### src/rtl/pinport_pkg.sv
// Shared types for the change-detect port.
// Assumes: one stored configuration word written by a single strobe.
package pinport_pkg;
    // Stored port configuration: pull-up disable and edge polarity.
    typedef struct packed {
        logic pu_off;
        logic rise;
    } pport_cfg_t;

    localparam pport_cfg_t CFG_RESET = '{pu_off: 1'b1, rise: 1'b1};
endpackage

### src/rtl/pinport_sync.sv
// Pin sampler: two-stage synchronizer advanced once per instruction cycle.
// Assumes: DIV >= 1; the counter starts at zero on the first edge after reset.
module pinport_sync #(
    parameter int W   = 8,
    parameter int DIV = 4
) (
    input  logic         clk,
    input  logic         rst_n,
    input  logic [W-1:0] pins_raw,
    output logic [W-1:0] lvl,
    output logic         tick
);
    logic [W-1:0] stage1;

    generate
        if (DIV > 1) begin : g_div
            localparam int CW = $clog2(DIV);
            logic [CW-1:0] cnt;
            // Instruction-cycle counter.
            always_ff @(posedge clk) begin
                if (!rst_n)                    cnt <= '0;
                else if (cnt == CW'(DIV - 1))  cnt <= '0;
                else                           cnt <= cnt + 1'b1;
            end
            assign tick = (cnt == CW'(DIV - 1));
        end else begin : g_nodiv
            assign tick = 1'b1;
        end
    endgenerate

    // Two-flop synchronizer, advanced only on a sample tick.
    always_ff @(posedge clk) begin
        if (!rst_n) begin
            stage1 <= '0;
            lvl    <= '0;
        end else if (tick) begin
            stage1 <= pins_raw;
            lvl    <= stage1;
        end
    end
endmodule

### src/rtl/pinport_regs.sv
// Port registers: output latch, direction, configuration and pull-up decode.
// Assumes: strobes last one clock; direction 1 means input.
module pinport_regs
    import pinport_pkg::*;
#(
    parameter int W = 8
) (
    input  logic         clk,
    input  logic         rst_n,
    input  logic         lat_wr,
    input  logic         dir_wr,
    input  logic         cfg_wr,
    input  logic [W-1:0] wdata,
    input  logic         cfg_pu_off,
    input  logic         cfg_rise,
    output logic [W-1:0] lat,
    output logic [W-1:0] dir,
    output pport_cfg_t   cfg,
    output logic [W-1:0] pu_en
);
    // Output latch.
    always_ff @(posedge clk) begin
        if (!rst_n)      lat <= '0;
        else if (lat_wr) lat <= wdata;
    end

    // Direction register, all inputs at reset.
    always_ff @(posedge clk) begin
        if (!rst_n)      dir <= '1;
        else if (dir_wr) dir <= wdata;
    end

    // Configuration word.
    always_ff @(posedge clk) begin
        if (!rst_n)      cfg <= CFG_RESET;
        else if (cfg_wr) cfg <= '{pu_off: cfg_pu_off, rise: cfg_rise};
    end

    generate
        for (genvar i = 0; i < W; i++) begin : g_pu
            assign pu_en[i] = ~cfg.pu_off & dir[i];
        end
    endgenerate
endmodule

### src/rtl/pinport_chg.sv
// Change detector: compares upper input pins against a snapshot.
// Assumes: snap_load comes from port reads and latch writes; set wins over clear.
module pinport_chg #(
    parameter int NW = 4
) (
    input  logic          clk,
    input  logic          rst_n,
    input  logic [NW-1:0] lvl,
    input  logic [NW-1:0] is_in,
    input  logic          snap_load,
    input  logic          clr,
    output logic          flag
);
    logic [NW-1:0] snap;
    logic [NW-1:0] mis;

    generate
        for (genvar i = 0; i < NW; i++) begin : g_mis
            assign mis[i] = is_in[i] & (lvl[i] ^ snap[i]);
        end
    endgenerate

    // Snapshot refresh on read or latch write.
    always_ff @(posedge clk) begin
        if (!rst_n)         snap <= '0;
        else if (snap_load) snap <= lvl;
    end

    // Sticky flag; a live mismatch overrides a clear.
    always_ff @(posedge clk) begin
        if (!rst_n)    flag <= 1'b0;
        else if (|mis) flag <= 1'b1;
        else if (clr)  flag <= 1'b0;
    end
endmodule

### src/rtl/pinport_edge.sv
// Edge interrupt on one synchronized pin with selectable polarity.
// Assumes: input is already synchronized; set wins over clear.
module pinport_edge (
    input  logic clk,
    input  logic rst_n,
    input  logic lvl,
    input  logic rise_sel,
    input  logic clr,
    output logic flag
);
    logic prev;
    logic hit;

    assign hit = rise_sel ? (lvl & ~prev) : (~lvl & prev);

    // Previous level for edge detection.
    always_ff @(posedge clk) begin
        if (!rst_n) prev <= 1'b0;
        else        prev <= lvl;
    end

    // Sticky edge flag.
    always_ff @(posedge clk) begin
        if (!rst_n)   flag <= 1'b0;
        else if (hit) flag <= 1'b1;
        else if (clr) flag <= 1'b0;
    end
endmodule

### src/rtl/pinport_irq.sv
// Top: bidirectional port with upper-pin change flag and pin-0 edge flag.
// Assumes: single clock; strobes one cycle wide; W > CHG_LO.
module pinport_irq #(
    parameter int W       = 8,
    parameter int CHG_LO  = 4,
    parameter int CYC_DIV = 4
) (
    input  logic         clk,
    input  logic         rst_n,
    input  logic [W-1:0] pin_in,
    input  logic         lat_wr,
    input  logic         dir_wr,
    input  logic         cfg_wr,
    input  logic [W-1:0] wdata,
    input  logic         cfg_pu_off,
    input  logic         cfg_rise,
    input  logic         port_rd,
    output logic [W-1:0] rdata,
    input  logic         intf_clr,
    input  logic         chgf_clr,
    output logic [W-1:0] pin_out,
    output logic [W-1:0] pin_oe,
    output logic [W-1:0] pu_en,
    output logic         intf,
    output logic         chgf
);
    import pinport_pkg::*;
    localparam int NW = W - CHG_LO;

    logic [W-1:0] lvl;
    logic [W-1:0] lat;
    logic [W-1:0] dir;
    logic         samp_tick;
    pport_cfg_t   cfg;

    pinport_sync #(.W(W), .DIV(CYC_DIV)) u_sync (
        .clk(clk), .rst_n(rst_n), .pins_raw(pin_in), .lvl(lvl), .tick(samp_tick)
    );

    pinport_regs #(.W(W)) u_regs (
        .clk(clk), .rst_n(rst_n), .lat_wr(lat_wr), .dir_wr(dir_wr),
        .cfg_wr(cfg_wr), .wdata(wdata), .cfg_pu_off(cfg_pu_off),
        .cfg_rise(cfg_rise), .lat(lat), .dir(dir), .cfg(cfg), .pu_en(pu_en)
    );

    pinport_chg #(.NW(NW)) u_chg (
        .clk(clk), .rst_n(rst_n), .lvl(lvl[W-1:CHG_LO]), .is_in(dir[W-1:CHG_LO]),
        .snap_load(port_rd | lat_wr), .clr(chgf_clr), .flag(chgf)
    );

    pinport_edge u_edge (
        .clk(clk), .rst_n(rst_n), .lvl(lvl[0]), .rise_sel(cfg.rise),
        .clr(intf_clr), .flag(intf)
    );

    assign rdata   = lvl;
    assign pin_out = lat;
    assign pin_oe  = ~dir;
endmodule

### config.mk
export PLATFORM = sky130hd
export DESIGN_NAME = pinport_irq
export DESIGN_NICKNAME = d
export VERILOG_FILES = /design/src/rtl/pinport_pkg.sv /design/src/rtl/pinport_sync.sv /design/src/rtl/pinport_regs.sv /design/src/rtl/pinport_chg.sv /design/src/rtl/pinport_edge.sv /design/src/rtl/pinport_irq.sv
export SDC_FILE = /design/constraint.sdc
export NUM_CORES = 1
export LEC_CHECK = 0
export ABC_CLOCK_PERIOD_IN_PS = 1300
export BUFFER_PORTS_ARGS = -buffer_cell sky130_fd_sc_hd__buf_4
export CORE_ASPECT_RATIO = 2
export CORE_MARGIN = 2
export CORE_UTILIZATION = 49
export DETAILED_ROUTE_END_ITERATION = 6
export PLACE_DENSITY_LB_ADDON = 0.1
export SLEW_MARGIN = 15
export SYNTH_ARGS = -nofsm -noshare
export SYNTH_HDL_FRONTEND = slang
export SYNTH_HIERARCHICAL = 1
export SYNTH_SLANG_ARGS = --single-unit
### constraint.sdc
create_clock -name clk -period 1.3 [get_ports clk]
set_input_delay 0.13 -clock clk [delete_from_list [all_inputs] [get_ports clk]]
set_output_delay 0.13 -clock clk [all_outputs]
set_load 0.01 [all_outputs]
# Word-level counts from Yosys, hierarchy flattened
# Cells that the tools add are included.
[classes] eq_ne=1 n_reduce_logical=4 n_bitwise=24 mux=5 add_sub_neg=1
[op_table] operator="$and 1x1->1" count=14
[op_table] operator="$not 8->8" count=1
[op_table] operator="$mux 1" count=5
[op_table] operator="$not 1->1" count=4
[op_table] operator="$reduce_bool 2->1" count=2
[op_table] operator="$reduce_or 4->1" count=1
[op_table] operator="$xor 1x1->1" count=4
[op_table] operator="$add 2x1->2 const B" count=1
[op_table] operator="$eq 2x2->1 const B" count=1
[op_table] operator="$reduce_or 2->1" count=1
[op_table] operator="$or 1x1->1" count=1
[word_totals] out_inout_bits=34 register_bits=43 in_bits=26 word_cells=46

# Depth between registers and ports, before layout
[logic_depth] depth_word=4 ltp_mapped=5 depth_no_buf=3

# Cells and area by module
# The synthesis kept the hierarchy.
[modules_own_cells] module="pinport_regs" instances=1 area_per_inst_um2=708.2 seq_area_each_um2=360.3 cells_per_inst=65
[modules_own_cells] module="pinport_sync" instances=1 area_per_inst_um2=698.2 seq_area_each_um2=360.3 cells_per_inst=57
[modules_own_cells] module="pinport_chg" instances=1 area_per_inst_um2=234.0 seq_area_each_um2=100.1 cells_per_inst=22
[modules_own_cells] module="pinport_edge" instances=1 area_per_inst_um2=77.6 seq_area_each_um2=40.0 cells_per_inst=7
[modules_own_cells] module="pinport_irq" instances=1 area_per_inst_um2=36.3 seq_area_each_um2=0.0 cells_per_inst=9

# Worst setup path before layout
# OpenSTA, ideal clock, no wires.
[synth_path] kind="reg2reg" start="register u_sync.g_div.cnt[0]" end="register u_sync.stage1[0]" setup_slack_ns=0.191 path_stages_with_launch=6 required_time_ns=1.184 n_path_buf=2 t_arrival_ns=0.993 period_less_slack_ns=1.109 setup_time_ns=0.116 cell_sequence="dfxtp_1 > ha_1 > buf_6 > buf_12 > mux2i_1 > nor2b_1"
[synth_between] elab_chain_len=1
[synth_rtl] element="from (decl)" line_no="pinport_sync.sv:18" rtl="logic [CW-1:0] cnt;"
[synth_rtl] element="from (signal assigned)" line_no="pinport_sync.sv:23" rtl="else cnt <= cnt + 1'b1;"
[synth_rtl] element="$eq 2x2->1" line_no="pinport_sync.sv:25" rtl="assign tick = (cnt == CW'(DIV - 1));"
[synth_rtl] element="to (signal assigned)" line_no="pinport_sync.sv:37" rtl="stage1 <= pins_raw;"
[synth_rtl] element="to (decl)" line_no="pinport_sync.sv:13" rtl="logic [W-1:0] stage1;"
# No other way between the ends.
# A chain may end at the register's enable or synchronous reset.

# Worst setup path after layout
[layout_path] start="register, netlist name u_regs/cfg[1]" end="output port pu_en[0]"
[layout_between] elab_chain_len=2
[layout_rtl] element="$not 1->1" line_no="pinport_regs.sv:41" rtl="assign pu_en[i] = ~cfg.pu_off & dir[i];"
[layout_rtl] element="$and 1x1->1" line_no="pinport_regs.sv:41"
[layout_rtl] element="to (decl)" line_no="pinport_irq.sv:23" rtl="output logic [W-1:0] pu_en,"
# No other way between the ends.

==> impl_metrics.tcl <==
set metrics [dict create \
    fin_crit_sh_pct 91.4 \
    clockPowerShare_pct 37.6 \
    hold_buffers 0 \
    crit_buf_inv 1 \
    max_cap_viol_count 0 \
    grt_pass1_vias 1240 \
    nFillCells 311 \
    grt_pass1_wl_mm 5.26 \
    antenna_cells 0 \
    clock-sinks 43 \
    vdd_ir_drop_max_uv 979 \
    drive_above_1_share_pct 31.4 \
    start_util_pct 51.6 \
    fmax_ghz 0.842 \
    grt_max_degree 44 \
    cts_root_buf "clkbuf_8" \
    setup_ws_ps 112 \
    die_x_um 46.2 \
    antenna_found_initial 0 \
    gr-total-overflow 0 \
    vias 1255 \
    p_per_area_mw_per_mm2 1210 \
    path_cells "nor2b_1 > buf_4" \
    cts_setup_buffers 0 \
    place_area_mm2 0.00217 \
    dp_slack_ps 172 \
    final_cells 252 \
    nNetsFinal 246 \
    dpl.cell_count 244 \
    ctsResizeCount 0 \
    clockBufferDepth 2 \
    max-slew-margin-rel_pct 77.3 \
    p_sw_mw 0.597 \
    rsz0062_at_grt "no" \
    postLayoutCellArea_mm2 0.00229 \
    grt_util_all_layers_pct 17.5 \
    hold_class "in2reg" \
    setup_viol 0 \
    slowest_stage "dfxtp_1" \
    hold_viol 0 \
    finalSetupTns_ps 0 \
    syn_avg_cell_area_um2 11.0 \
    ant_nets 0 \
    synth_area_mm2 0.00174 \
    seqPwrFrac_pct 50.5 \
    gp_congestion 0.749 \
    max_stage_delay_ps 520 \
    p_int_mw 2.19 \
    fin_skew_ps 3.78 \
    path_class "reg2out" \
    die_h_um 88.3 \
    status "complete, no violations" \
    path_clk_slew_ps 70 \
    slew_viol_final 0 \
    h-tree-depth 2 \
    fin_crit_ps 1190 \
    p_leak_nw 1.10 \
    drc 0 \
    worstSetupEndpointType "output pin" \
    area_growth_pct 31.6 \
    core_mm2 0.00338 \
    worstPathArrival_ps 1060 \
    row_count 30 \
    firstDrtPassIters 4 \
    synth-warning-count 6 \
    tightest_slew_ps 339 \
    cts_tree "done" \
    crit_required_ps 1170 \
    synth_fp_nets 186 \
    numCtsBuffers 5 \
    vias_per_cell 4.98 \
    dieArea_mm2 0.00408 \
    critPathTopFamily "flip-flops" \
    post_drt_wl_per_cell_um 13.0 \
    clk-insertion-delay-late_ps 290 \
    drt_iter0_drc 17 \
    port_buffers 59 \
    routed_wl_mm 3.27 \
    power_frac_comb_pct 11.9 \
    p_sw_share_pct 21.5 \
    cp-start-kind "flip-flop" \
    synthCells 159 \
    cp_max_fo 9 \
    io_pins 60 \
    hpwl_mm 2.51 \
]
## per-stage QoR
stage / hold WS (ps) / power (mW) / utilization, %
floorplan: 257 / 1.62 / -
global placement: 348 / 1.76 / 64.4
detailed placement: 358 / 1.77 / 64.4
CTS: 58.6 / 2.81 / 67.9
global route: 73.9 / 2.90 / 67.9
finish: 61.5 / 2.78 / 67.9
## worst min-delay path, cell delays in order
cell and delay, ps:
buf_4 80, mux2i_1 50, nand2_1 60
## worst paths after layout
check	startpoint	end	slack [ps]	cells past startpoint
min	cfg_pu_off	u_regs/cfg[1]$_SDFFE_PN1P_	60	3
max	u_regs/cfg[1]$_SDFFE_PN1P_	pu_en[0]	110	2
max reg2reg	u_sync/g_div.cnt[0]$_SDFF_PP0_	u_sync/stage1[2]$_SDFFE_PN0N_	190	4
min reg2reg	u_sync/g_div.cnt[0]$_SDFF_PP0_	u_sync/g_div.cnt[0]$_SDFF_PP0_	440	1
## registers in the layout (all words and copies together) (netlist names)
name / cells
u_sync/stage1: 8
u_edge/flag: 1
u_chg/snap: 4
u_regs/dir: 8
u_regs/cfg: 2
u_regs/lat: 8
u_edge/prev: 1
u_sync/lvl: 8
u_chg/flag: 1
u_sync/g_div.cnt: 2
## final cells by class
| type | instances | area [µm²] | area share (%) |
|---|---|---|---|
| multi-input combinational | 101 | 781 | 34.1 |
| sequential | 43 | 861 | 37.6 |
| timing repair buffer | 60 | 463 | 20.2 |
| clock inverter | 2 | 35.0 | 1.53 |
| inverter | 8 | 30.0 | 1.31 |
| tap | 32 | 40.0 | 1.75 |
| clock buffer | 6 | 82.6 | 3.60 |
## routing by layer
| metal | track usage, % | routed length, µm | vias up |
|---|---|---|---|
| li1 | - | - | 634 |
| met1 | 17.5 | 1250 | 575 |
| met3 | 3.47 | 165 | 4 |
| met2 | 32.4 | 1810 | 42 |
| met4 | 7.79 | 42 | 0 |
| met5 | 0 | 0 | - |
## layout by cell type, fill, tap and decap left out, drive strengths merged
cell type and count:
nor3b 2, o31a 1, xor2 4, and3b 2, clkinv 1, clkbuf 6
inv 8, a222oi 1, a21oi 1, or2 1, mux2i 38, a21boi 1
and2 1, nor2b 38, buf 60, dfxtp 43, bufinv 1, ha 1
nand2 10
## power groups by stage
stage,clock [mW],sequential [mW],combinational (mW)
finish,1.05,1.41,0.332
global route,1.12,1.41,0.364
CTS,1.07,1.41,0.338
detailed placement,0,1.44,0.336
global placement,0,1.43,0.326
floorplan,0,1.43,0.184
(Power assumes the default switching activity.)
